===== src/rtl/pgmem_pkg.sv =====
`timescale 1ns/1ps
package pgmem_pkg;
  localparam int NREG = 7;
  localparam int RG_LDA = 0;
  localparam int RG_LSA = 1;
  localparam int RG_SHR = 2;
  localparam int RG_ROM = 3;
  localparam int RG_EXT = 4;
  localparam int RG_MMR = 5;
  localparam int RG_RSV = 6;
  typedef logic [NREG-1:0] region_vec_t;
  typedef enum logic [1:0] {
    SP_PROG = 2'd0,
    SP_DATA = 2'd1,
    SP_IO   = 2'd2,
    SP_IO2  = 2'd3
  } space_e;
endpackage


===== src/rtl/pgmem_prog_dec.sv =====
`timescale 1ns/1ps
module pgmem_prog_dec
  import pgmem_pkg::*;
#(
  parameter int PAGE_W    = 7,
  parameter int OFF_W     = 16,
  parameter int BLK_W     = 13,
  parameter int INT_PAGES = 4,
  parameter int MMR_END   = 'h60,
  parameter int ROM_BASE  = 'hE000,
  localparam int SH_W     = $clog2(INT_PAGES),
  localparam int LOC_W    = OFF_W - 1 - BLK_W,
  localparam int IDX_W    = SH_W + LOC_W
) (
  input  logic [PAGE_W-1:0] page,
  input  logic [OFF_W-1:0]  offset,
  input  logic              ovly,
  input  logic              mpmc,
  input  logic              romen,
  output region_vec_t       sel,
  output logic [IDX_W-1:0]  blk
);
  logic upper, page_int, page_zero, in_rom, in_rsv;

  always_comb begin
    upper     = offset[OFF_W-1];
    page_int  = (page < PAGE_W'(INT_PAGES));
    page_zero = (page == '0);
    in_rom    = (offset >= OFF_W'(ROM_BASE));
    in_rsv    = (offset < OFF_W'(MMR_END));
  end

  always_comb begin
    sel = '0;
    blk = '0;
    if (!upper) begin
      if (!ovly) begin
        sel[RG_EXT] = 1'b1;
      end else if (in_rsv) begin
        sel[RG_RSV] = 1'b1;
      end else begin
        sel[RG_LDA] = 1'b1;
        blk = IDX_W'(offset[OFF_W-2:BLK_W]);
      end
    end else if (mpmc || !page_int) begin
      sel[RG_EXT] = 1'b1;
    end else if (romen && page_zero && in_rom) begin
      sel[RG_ROM] = 1'b1;
    end else begin
      sel[RG_SHR] = 1'b1;
      blk = {page[SH_W-1:0], offset[OFF_W-2:BLK_W]};
    end
  end
endmodule


===== src/rtl/pgmem_data_dec.sv =====
`timescale 1ns/1ps
module pgmem_data_dec
  import pgmem_pkg::*;
#(
  parameter int OFF_W   = 16,
  parameter int BLK_W   = 13,
  parameter int IDX_W   = 4,
  parameter int MMR_END = 'h60
) (
  input  logic             is_io,
  input  logic [OFF_W-1:0] offset,
  input  logic             drom,
  output region_vec_t      sel,
  output logic [IDX_W-1:0] blk
);
  always_comb begin
    sel = '0;
    blk = '0;
    if (is_io) begin
      sel[RG_EXT] = 1'b1;
    end else if (offset < OFF_W'(MMR_END)) begin
      sel[RG_MMR] = 1'b1;
    end else if (!offset[OFF_W-1]) begin
      sel[RG_LDA] = 1'b1;
      blk = IDX_W'(offset[OFF_W-2:BLK_W]);
    end else if (drom) begin
      sel[RG_LSA] = 1'b1;
      blk = IDX_W'(offset[OFF_W-2:BLK_W]);
    end else begin
      sel[RG_EXT] = 1'b1;
    end
  end
endmodule


===== src/rtl/pgmem_access_qual.sv =====
`timescale 1ns/1ps
module pgmem_access_qual
  import pgmem_pkg::*;
(
  input  region_vec_t sel,
  input  logic        write,
  input  logic        dma,
  input  logic        xio,
  output logic        wblk,
  output logic        eoff,
  output logic        wcommit
);
  always_comb begin
    wblk    = write && (sel[RG_ROM] || (sel[RG_SHR] && !dma));
    eoff    = sel[RG_EXT] && !xio;
    wcommit = write && !wblk && !eoff && !sel[RG_RSV];
  end
endmodule


===== src/rtl/pgmem_region_dec.sv =====
`timescale 1ns/1ps
module pgmem_region_dec
  import pgmem_pkg::*;
#(
  parameter int PAGE_W    = 7,
  parameter int OFF_W     = 16,
  parameter int BLK_W     = 13,
  parameter int INT_PAGES = 4,
  parameter int MMR_END   = 'h60,
  parameter int ROM_BASE  = 'hE000,
  parameter bit REG_OUT   = 1'b1,
  localparam int IDX_W    = $clog2(INT_PAGES) + OFF_W - 1 - BLK_W
) (
  input  logic              clk,
  input  logic              rst_n,
  input  logic [1:0]        acc_space,
  input  logic [PAGE_W-1:0] acc_page,
  input  logic [OFF_W-1:0]  acc_offset,
  input  logic              acc_write,
  input  logic              acc_dma,
  input  logic              mode_ovly,
  input  logic              mode_mpmc,
  input  logic              mode_drom,
  input  logic              mode_romen,
  input  logic              mode_xio,
  output logic [NREG-1:0]   region_sel,
  output logic [IDX_W-1:0]  block_idx,
  output logic              write_blocked,
  output logic              ext_off,
  output logic              write_commit
);
  region_vec_t      p_sel, d_sel, c_sel;
  logic [IDX_W-1:0] p_blk, d_blk, c_blk;
  logic             c_wblk, c_eoff, c_wcom;
  space_e           space;

  assign space = space_e'(acc_space);

  pgmem_prog_dec #(
    .PAGE_W(PAGE_W), .OFF_W(OFF_W), .BLK_W(BLK_W), .INT_PAGES(INT_PAGES),
    .MMR_END(MMR_END), .ROM_BASE(ROM_BASE)
  ) u_prog (
    .page(acc_page), .offset(acc_offset), .ovly(mode_ovly), .mpmc(mode_mpmc),
    .romen(mode_romen), .sel(p_sel), .blk(p_blk)
  );

  pgmem_data_dec #(
    .OFF_W(OFF_W), .BLK_W(BLK_W), .IDX_W(IDX_W), .MMR_END(MMR_END)
  ) u_data (
    .is_io(space == SP_IO || space == SP_IO2), .offset(acc_offset),
    .drom(mode_drom), .sel(d_sel), .blk(d_blk)
  );

  always_comb begin
    if (space == SP_PROG) begin
      c_sel = p_sel;
      c_blk = p_blk;
    end else begin
      c_sel = d_sel;
      c_blk = d_blk;
    end
  end

  pgmem_access_qual u_qual (
    .sel(c_sel), .write(acc_write), .dma(acc_dma), .xio(mode_xio),
    .wblk(c_wblk), .eoff(c_eoff), .wcommit(c_wcom)
  );

  generate
    if (REG_OUT) begin : g_reg
      always_ff @(posedge clk or negedge rst_n) begin
        if (!rst_n) begin
          region_sel    <= NREG'(1) << RG_EXT;
          block_idx     <= '0;
          write_blocked <= 1'b0;
          ext_off       <= 1'b0;
          write_commit  <= 1'b0;
        end else begin
          region_sel    <= c_sel;
          block_idx     <= c_blk;
          write_blocked <= c_wblk;
          ext_off       <= c_eoff;
          write_commit  <= c_wcom;
        end
      end
    end else begin : g_comb
      assign region_sel    = c_sel;
      assign block_idx     = c_blk;
      assign write_blocked = c_wblk;
      assign ext_off       = c_eoff;
      assign write_commit  = c_wcom;
    end
  endgenerate
endmodule


===== config.mk =====
export PLATFORM = sky130hd
export DESIGN_NAME = pgmem_region_dec
export DESIGN_NICKNAME = d
export VERILOG_FILES = /design/src/rtl/pgmem_pkg.sv /design/src/rtl/pgmem_prog_dec.sv /design/src/rtl/pgmem_data_dec.sv /design/src/rtl/pgmem_access_qual.sv /design/src/rtl/pgmem_region_dec.sv
export SDC_FILE = /design/constraint.sdc
export NUM_CORES = 1
export LEC_CHECK = 0
export BUFFER_PORTS_ARGS = -buffer_cell sky130_fd_sc_hd__buf_2
export CAP_MARGIN = 20
export CORE_MARGIN = 4
export CORE_UTILIZATION = 37
export DETAILED_ROUTE_END_ITERATION = 7
export PLACE_DENSITY = 0.75
export SETUP_SLACK_MARGIN = 0.4
export SLEW_MARGIN = 30
export SYNTH_ARGS = -nofsm -noshare
export SYNTH_HDL_FRONTEND = slang
export SYNTH_SLANG_ARGS = --single-unit

===== constraint.sdc =====
create_clock -name clk -period 0.8 [get_ports clk]
set_input_delay 0.08 -clock clk [delete_from_list [all_inputs] [get_ports clk]]
set_output_delay 0.08 -clock clk [all_outputs]
set_load 0.02 [all_outputs]

Word level (Yosys, flattened, before mapping)

Index checks and enable logic that the tools add are counted.

Equal/unequal tests: 2
Multipliers: 0
Bitwise gates (word level): 0
$lt $le $gt $ge: 3
Reductions and logical operators: 19
Divide/modulo/power cells: 0
$add $sub $neg: 0
Shift operators: 0
Muxes and demuxes: 34

Operator list:

| kind                                                                           | number |
|---|---|
| 4-bit two-way mux                                                              | 7 |
| 1-bit two-way mux                                                              | 19 |
| 16-bit >= comparator (second input constant)                                   | 1 |
| 16-bit by 7-bit less-than comparator with 1-bit output (second input constant) | 1 |
| 2-bit two-way mux                                                              | 7 |
| 1-bit logical AND                                                              | 8 |
| 7-bit zero test                                                                | 1 |
| 7-bit by 3-bit less-than comparator with 1-bit output (second input constant)  | 1 |
| 7-bit two-way mux                                                              | 1 |
| 1-bit zero test                                                                | 6 |
| 2-bit equality test (second input constant)                                    | 2 |
| 1-bit logical OR                                                               | 3 |
| 2-bit zero test                                                                | 1 |

Bits of input ports: 34
Bits in read-only memories: 0
Output and inout port bits: 14
RAM bits: 0
Word-level logic and storage cells: 63
Memories kept: 0
Register bits: 14
Latch bits: 0

Longest topological paths before layout

Gate-level depths: netlist of run 1.

Word-level depth: 14
Gate-level depth with buffers: 4
Depth with buffers taken out: 4

Cells and area by module

From an unflattened synthesis of run 1, not the netlist that was laid out.

Cell total of the unflattened synthesis: 72
Area total of the unflattened synthesis: 859.6 µm²

By module, submodules not included:

| module            | seq. area each (µm²) | area each (µm²) | cells an instance | times used |
|---|---|---|---|---|
| pgmem_region_dec  | 351.6                | 534.3           | 28                | 1 |
| pgmem_prog_dec    | 0.0                  | 157.7           | 22                | 1 |
| pgmem_data_dec    | 0.0                  | 127.6           | 17                | 1 |
| pgmem_access_qual | 0.0                  | 40.0            | 5                 | 1 |

Least setup slack after synthesis of run 1

No wires, ideal clock.

Path type: in2reg
From: input port acc_offset[7]
To: register write_commit
Stages on the path: 4
Arrival time: 0.895 ns
Library setup time: 0.122 ns
Required time: 0.678 ns
Buffers on the path: 0
Setup slack: -0.216 ns
Cell sequence: nor4_2 nand2_1 or3_1 o2111a_1

Longest elaborated chain between the ends: 13
Elaborated cells between the ends (all ways): 23
Those cells by class: order compare (2); mux (10); reduce/logical (11)

Ends and longest elaborated chain:

| element                         | RTL line                | text |
|---|---|---|
| start: declaration              | pgmem_region_dec.sv:18  | `input logic [OFF_W-1:0] acc_offset,` |
| 16-bit >= comparator            | pgmem_prog_dec.sv:29    | `in_rom = (offset >= OFF_W'(ROM_BASE));` |
| 1-bit logical AND               | pgmem_prog_dec.sv:47    | `end else if (romen && page_zero && in_rom) begin` |
| 1-bit two-way mux               | pgmem_prog_dec.sv:47    |  |
| 2-bit two-way mux               | pgmem_prog_dec.sv:45    | `end else if (mpmc \|\| !page_int) begin` |
| 2-bit two-way mux               | pgmem_prog_dec.sv:36    | `if (!upper) begin` |
| 7-bit two-way mux *             | pgmem_region_dec.sv:55  | `if (space == SP_PROG) begin` |
| 1-bit logical AND               | pgmem_access_qual.sv:14 | `wblk = write && (sel[RG_ROM] \|\| (sel[RG_SHR] && !dma));` |
| 1-bit logical OR                | pgmem_access_qual.sv:14 |  |
| 1-bit logical AND               | pgmem_access_qual.sv:14 |  |
| 1-bit zero test                 | pgmem_access_qual.sv:16 | `wcommit = write && !wblk && !eoff && !sel[RG_RSV];` |
| 1-bit logical AND (2 in series) | pgmem_access_qual.sv:16 |  |
| 1-bit logical AND *             | pgmem_access_qual.sv:16 |  |
| net c_wcom                      | pgmem_region_dec.sv:34  | `logic c_wblk, c_eoff, c_wcom;` |
| end signal: assignment          | pgmem_region_dec.sv:83  | `write_commit <= c_wcom;` |
| end: declaration                | pgmem_region_dec.sv:30  | `output logic write_commit` |

Mark *: on every way through the listed nets, which the timed path passes. The rest lies on a longest branch.

Worst setup path after layout of run 1

From: register region_sel[4]
To: output port region_sel[4]

RTL lines:

| element                  | RTL line               | text |
|---|---|---|
| start: declaration       | pgmem_region_dec.sv:26 | `output logic [NREG-1:0] region_sel,` |
| start signal: assignment | pgmem_region_dec.sv:73 | `region_sel <= NREG'(1) << RG_EXT;` |
| start signal: assignment | pgmem_region_dec.sv:79 | `region_sel <= c_sel;` |

No word-level cell between the ends.

==> key figures, run 1 <==
Outcome
  • Outcome: complete, but fails checks
  • Failing checks: hold timing, setup timing

Worst setup path
  • WP buf/inv: 1
  • WP data required: about 0.72 ns
  • CP top delay family: flip-flops
  • Worst Path Arrival: slightly above 0.9 ns
  • Kind of end point of the critical path: output port
  • CP Max Fanout: 1
  • Setup crit start kind: flip-flop
  • Crit Path Class: reg2out
  • Critical-path cell list: buf_6
  • Max incr delay on CP: 0.53 ns
  • CP max-delay cell: dfstp_2

Clock network
  • TritonCTS Buffers: 3
  • H-Tree Level Count: 1
  • Clk sinks: 14
  • CTS Buffer Depth: 2
  • Worst-path clk slew: 0.08 ns
  • Clock root buffer: clkbuf_4
  • CTS tree: yes

Synthesis
  • EDFF count, synth: 0
  • Share of the synthesized area in the top cell type: a little over half
  • Netlist cell types: 24
  • Synth area leader: dfrtp_1
  • Post-synthesis async set-or-reset flop share: between 90% and 100%
  • Seq cells post-synth: 14
  • Syn nets: 88
  • Top cells by area, synth: dfrtp_1 54%, dfstp_2 4.3%, and2_1 4.1%, nor4_2 4.1%, nor2_1 3.7%
  • Most numerous cell in the Yosys netlist: dfrtp_1
  • Post-synthesis sequential area ratio: 58.1%
  • Most frequent cells after synthesis: 13 x dfrtp_1, 6 x nor2_1, 5 x nand2_1
  • Most common flop cell mapped by yosys: dfrtp_1
  • Synth warn: 0
  • Gate Count Post-Synth: 54
  • Mapped Avg Cell Area: around 11 um2
  • Area of the mapped netlist: slightly above 600 um2

Pwr
  • Sw Pwr: between 0.0003 and 0.0004 W
  • P per Cell Area: 1250 mW/mm2
  • Cell Int Power: roughly 0.0011 W
  • Part of the power in combinational logic: 21.6%
  • Register share of total power: about half
  • Worst vdd ir: around 0.63 mV
  • Clock power share: about 28%
  • Sw Share: 25.1%
  • Leak pwr: between 0.5 and 0.6 nW

Cells and area
  • Final #Nets: between 100 and 150
  • Fin util: between 70 and 80%
  • Final cell count without fillers: 126
  • Synthesis-to-layout area growth: 91.5%
  • Post-route cell area: around 0.0012 mm2
  • ANT cells: 0
  • Share of layout cells above drive strength 1: slightly above 60%

Floorplanning
  • Core Region: around 0.0015 mm2
  • Die area: about 0.0023 mm2
  • Die Ht: slightly below 50 um
  • Top-Level Pins: between 40 and 50
  • Row count: 14
  • Die W: slightly below 50 um
  • Initial Utilization: between 30 and 40%

Routing
  • Antenna-violating nets left: 0
  • # DRC: 0
  • Routed length per placed instance: about 14 um
  • Via count: roughly 630
  • TritonRoute pass-1 iters: 4
  • DRT iter0 DRCs: 6
  • DR vias/cell: ~5.0
  • Routed WL: 1770 um

Timing
  • Worst-margin pin slew: ~0.49 ns
  • Final period util: 123%
  • Relative slew slack: around two thirds
  • Final setup TNS: -1.13 ns
  • Setup Viol. Count Final: 18
  • Final min period: between 0.9 and 1 ns
  • Setup ws final: -0.188 ns
  • FMAX: slightly above 1000 MHz
  • Fin. max-slew vios: 0
  • Hold_ws: -0.320 ns
  • RSZ-0062 raised after global routing: true
  • Final hold viol count: 15

GRT
  • Number of global-route vias before repair: 711
  • Largest net degree at the start of global routing: 15
  • Initial antenna violation count: 0
  • First-pass GRT wire length: slightly below 3000 um
  • Total track usage: about 16%
  • GR Overflow Total: 0

Min path
  • Worst Hold Class: in2async

Placed design
  • Placed cell areas: approximately 920 um2
  • Placed Cells: 121
  • PortBufs: 42
  • GP Congestion: around 0.77
  • Post-detail-place hpwl: 1290 um

Flow run
  • Maxcap violations: 0
-- cell type report --
type	instances	area [um2]
Tap cell	16	20.0
Fill cell	97	364
Clock buffer	4	26.3
Inverter	2	7.51
Multi-Input combinational cell	38	327
Sequential cell	14	352
Timing Repair Buffer	52	428
-- stage by stage --
stage	setup WS (ns)	total power, W	hold WS [ns]
after global placement	-0.287	0.000985	-0.0242
after detailed placement	-0.321	0.000990	-0.0216
after CTS	-0.200	0.00145	-0.325
final	-0.188	0.00145	-0.320
after global routing	-0.221	0.00152	-0.300
after floorplan	-0.183	0.000831	-0.216
-- sequential cells by signal (all words and copies together) (netlist names) --
signal,flops
write_blocked,1
region_sel,7
block_idx,4
ext_off,1
write_commit,1
-- worst max-delay path by stage --
| stage | endpoint | cells after the start | from |
|---|---|---|---|
| 2_1_floorplan | write_commit | 3 | acc_offset[6] |
| 4_1_cts | region_sel[4] | 1 | region_sel[4] |
| 3_5_place_dp | block_idx[3] | 5 | mode_mpmc |
| 5_1_grt | region_sel[4] | 1 | region_sel[4] |
| 3_3_place_gp | block_idx[3] | 5 | mode_mpmc |
| 6_report | region_sel[4] | 1 | region_sel[4] |
-- cells by family after synthesis --
group	Yosys count	synth area share [%]
AO/OA/AOI/OAI	7	9.30
buffers and inverters	2	1.24
flip-flops	14	58.1
AND/OR/NAND/NOR	31	31.4
-- metal layers --
layer / up-vias / part of all wire (%) / global-route usage [%]
met5: - / 0 / 0
met4: 0 / 2.4 / 14.8
met3: 4 / 6.8 / 2.15
met2: 31 / 52 / 27.0
met1: 296 / 39 / 17.3
li1: 302 / - / -
-- placed cells by master (no fill, tap or decap) --
cell type / count
buf_6: 24
buf_2: 21
dfrtp_1: 13
buf_4: 7
nand2_1: 4
nor2_1: 4
and2_1: 4
clkbuf_4: 3
nor4_4: 2
nor3_1: 2
nor2b_1: 2
inv_1: 2
a211o_1: 1
nor4b_4: 1
nor3b_2: 1
nand2_2: 1
o21bai_1: 1
a21oi_4: 1
nand4bb_1: 1
or2_1: 1
nor2_2: 1
nand3_2: 1
and4b_1: 1
nor2_4: 1
nor4_2: 1
nor3_4: 1
o211ai_1: 1
a21oi_1: 1
nor3_2: 1
a21o_1: 1
or3_1: 1
o2111a_1: 1
clkbuf_1: 1
dfstp_2: 1
-- power by group through the flow --
| stage | logic, W | registers, W | clock network [W] |
|---|---|---|---|
| after floorplan | 0.0000533 | 0.000777 | 0 |
| after CTS | 0.000296 | 0.000740 | 0.000414 |
| after detailed placement | 0.000242 | 0.000748 | 0 |
| final | 0.000314 | 0.000740 | 0.000399 |
| after global routing | 0.000341 | 0.000743 | 0.000438 |
| after global placement | 0.000237 | 0.000748 | 0 |
-- what timing repair did --
action | CTS | global route
endpoints found under the setup margin | 27 | 27
pin swaps | 6 | 6
buffers inserted | 1 | 0
hold endpoints to repair | 16 | 16
resized for setup | 42 | 8
No activity file was read; power rests on OpenSTA's default activity.
==> run 2: changes to the inputs <==
--- a/config.mk
+++ b/config.mk
@@ -5,11 +5,12 @@
 export SDC_FILE = /design/constraint.sdc
 export NUM_CORES = 1
 export LEC_CHECK = 0
-export BUFFER_PORTS_ARGS = -buffer_cell sky130_fd_sc_hd__buf_2
+export BUFFER_PORTS_ARGS = -buffer_cell sky130_fd_sc_hd__buf_4
 export CAP_MARGIN = 20
 export CORE_MARGIN = 4
 export CORE_UTILIZATION = 37
 export DETAILED_ROUTE_END_ITERATION = 7
+export MAX_ROUTING_LAYER = met4
 export PLACE_DENSITY = 0.75
 export SETUP_SLACK_MARGIN = 0.4
 export SLEW_MARGIN = 30
==> run 2 against run 1 <==
The run still ends with hold timing, setup timing left. Wire length is 5.4% higher. Global-route usage is 0.10 points lower. Largest cell class unchanged. Cell count stayed put. Via count is 0.16% lower. Final area is 5.6% higher. Clock power is 2% lower. Combinational power is 9.9% higher.
==> key figures, run 2 (same netlist as run 1, synthesis figures left out) <==
Clock network
  • CTS tree: yes (unchanged)
  • Worst-path clk slew: 0.08 ns (about the same)
  • H-Tree Level Count: 1 (unchanged)
  • CTS Buffer Depth: 2 (unchanged)
  • Clock root buffer: clkbuf_4 (unchanged)
  • TritonCTS Buffers: 3 (unchanged)
  • Clk sinks: 14 (unchanged)

Pwr
  • Clock power share: 26.5% (was 27.5%)
  • P per Cell Area: 1200 mW/mm2 (was 1250 mW/mm2)
  • Sw Share: 24.1% (was 25.1%)
  • Part of the power in combinational logic: 23.4% (was 21.6%)
  • Cell Int Power: 0.00112 W (was 0.00109 W)
  • Register share of total power: 50.1% (was 50.9%)
  • Worst vdd ir: 0.713 mV (was 0.627 mV)
  • Sw Pwr: 0.000355 W (was 0.000364 W)
  • Power Total: 0.00147 W (was 0.00145 W)
  • Leak pwr: 0.574 nW (was 0.553 nW)

Cells and area
  • Share of layout cells above drive strength 1: 63.6% (was 61.8%)
  • Top Registers: region_sel (7), block_idx (4) (unchanged)
  • ANT cells: 0 (unchanged)
  • Final #Nets: 145 (unchanged)
  • Commonest cells after routing, fill and taps aside: 28 x buf_4, 24 x buf_6, 13 x dfrtp_1 (was 24 x buf_6, 21 x buf_2, 13 x dfrtp_1)
  • Post-route cell area: 0.00122 mm2 (was 0.00116 mm2)
  • Fin util: 80.4% (was 76.1%)
  • Synthesis-to-layout area growth: 102% (was 91.5%)
  • Most common cell after layout, fill and taps aside: buf_4 (was buf_6)
  • Final cell count without fillers: 126 (unchanged)
  • Max reg flops: 7 (unchanged)
  • Top reg by flops: region_sel (unchanged)

Floorplanning
  • Initial Utilization: 39.7% (unchanged)
  • Top-Level Pins: 48 (unchanged)
  • Die Ht: 48.5 um (unchanged)
  • Die area: 0.00235 mm2 (unchanged)
  • Row count: 14 (unchanged)
  • Core Region: 0.00152 mm2 (unchanged)
  • Die W: 48.5 um (unchanged)

GRT
  • First-pass GRT wire length: 2960 um (was 2950 um)
  • GR Overflow Total: 0 (unchanged)
  • Number of global-route vias before repair: 678 (was 711)
  • Initial antenna violation count: 0 (unchanged)
  • Largest net degree at the start of global routing: 15 (unchanged)
  • Total track usage: 16.0% (was 16.1%)

Worst setup path
  • CP top delay family: flip-flops (unchanged)
  • Kind of end point of the critical path: output port (unchanged)
  • Critical-path cell list: buf_6 (unchanged)
  • Setup crit start kind: flip-flop (unchanged)
  • CP Max Fanout: 1 (unchanged)
  • CP max-delay cell: dfstp_2 (unchanged)
  • WP data required: 0.72 ns (about the same)
  • Max incr delay on CP: 0.53 ns (about the same)
  • Worst Path Arrival: 0.89 ns (was 0.91 ns)
  • Crit Path Class: reg2out (unchanged)
  • WP buf/inv: 1 (unchanged)

Timing
  • Final setup TNS: -0.946 ns (was -1.13 ns)
  • FMAX: 1030 MHz (was 1010 MHz)
  • Final min period: 0.975 ns (was 0.988 ns)
  • Worst-margin pin slew: 0.301 ns (was 0.492 ns)
  • Fin. max-slew vios: 0 (unchanged)
  • Hold_ws: -0.360 ns (was -0.320 ns)
  • Final period util: 122% (was 123%)
  • Final hold viol count: 15 (unchanged)
  • Setup Viol. Count Final: 17 (was 18)
  • RSZ-0062 raised after global routing: true (unchanged)
  • Relative slew slack: 79.8% (was 66.9%)
  • Setup ws final: -0.175 ns (was -0.188 ns)

Routing
  • DRT iter0 DRCs: 5 (was 6)
  • Routed length per placed instance: 14.8 um (was 14.1 um)
  • Via count: 632 (was 633)
  • # DRC: 0 (unchanged)
  • DR vias/cell: 5.02 (about the same)
  • TritonRoute pass-1 iters: 4 (unchanged)
  • Routed WL: 1870 um (was 1770 um)
  • Antenna-violating nets left: 0 (unchanged)

Min path
  • Worst Hold Class: in2async (unchanged)

Placed design
  • GP Congestion: 0.833 (was 0.770)
  • Placed cell areas: 0.00103 mm2 (was 921 um2)
  • Placed Cells: 121 (unchanged)
  • Post-detail-place hpwl: 1360 um (was 1290 um)
  • PortBufs: 42 (unchanged)

Outcome
  • Failing checks: hold timing, setup timing (unchanged)
  • Outcome: complete, but fails checks (unchanged)

Flow run
  • Maxcap violations: 0 (unchanged)
[run 2: cell counts in the layout (fill, tap and decap cells not counted)]
No cell type changed its count.
[run 2: cell type report]
cell class | instances | area [um2]
multi-input cells | 38 | 339
well taps | 16 | 20.0
inverters | 2 | 7.51
clock buffers | 4 | 26.3
flip-flops and latches | 14 | 352
fillers | 91 | 299
repair buffers | 52 | 480
[run 2: final timing paths]
check,start,to,slack (ns),depth (start not counted)
min in group clk,mode_xio,ext_off,-0.03,2
setup / recovery,region_sel[4],region_sel[4],-0.17,1
hold / removal,rst_n,ext_off,-0.36,1
max in group asynchronous,rst_n,region_sel[4],0.92,1
[run 2: timing repair]
action / CTS / global route
setup buffers: 1 / 0
hold endpoints to repair: 15 / 15
pin swaps: 6 / 4
gates resized for setup: 29 / 10
endpoints found under the setup margin: 27 / 27
[run 2: metal layers]
metal | vias to the layer above | track usage [%] | routed length [um]
li1 | 305 | - | -
met1 | 302 | 19.0 | 718
met2 | 25 | 28.5 | 1060
met3 | 0 | 1.23 | 94
met4 | 0 | 5.38 | 0
met5 | - | - | 0
[run 2: metrics by stage]
step / hold slack, ns / worst slack (ns)
detailed placement: -0.0675 / -0.308
CTS: -0.360 / -0.184
global route: -0.361 / -0.201
floorplan: -0.216 / -0.183
finish: -0.360 / -0.175
global placement: -0.0711 / -0.294
[run 2: power groups by stage]
stage	logic (W)	registers, W	clock network [W]
3_5_place_dp	0.000293	0.000749	0
3_3_place_gp	0.000288	0.000749	0
2_1_floorplan	0.0000533	0.000777	0
6_report	0.000345	0.000739	0.000390
5_1_grt	0.000370	0.000741	0.000438
4_1_cts	0.000325	0.000739	0.000399
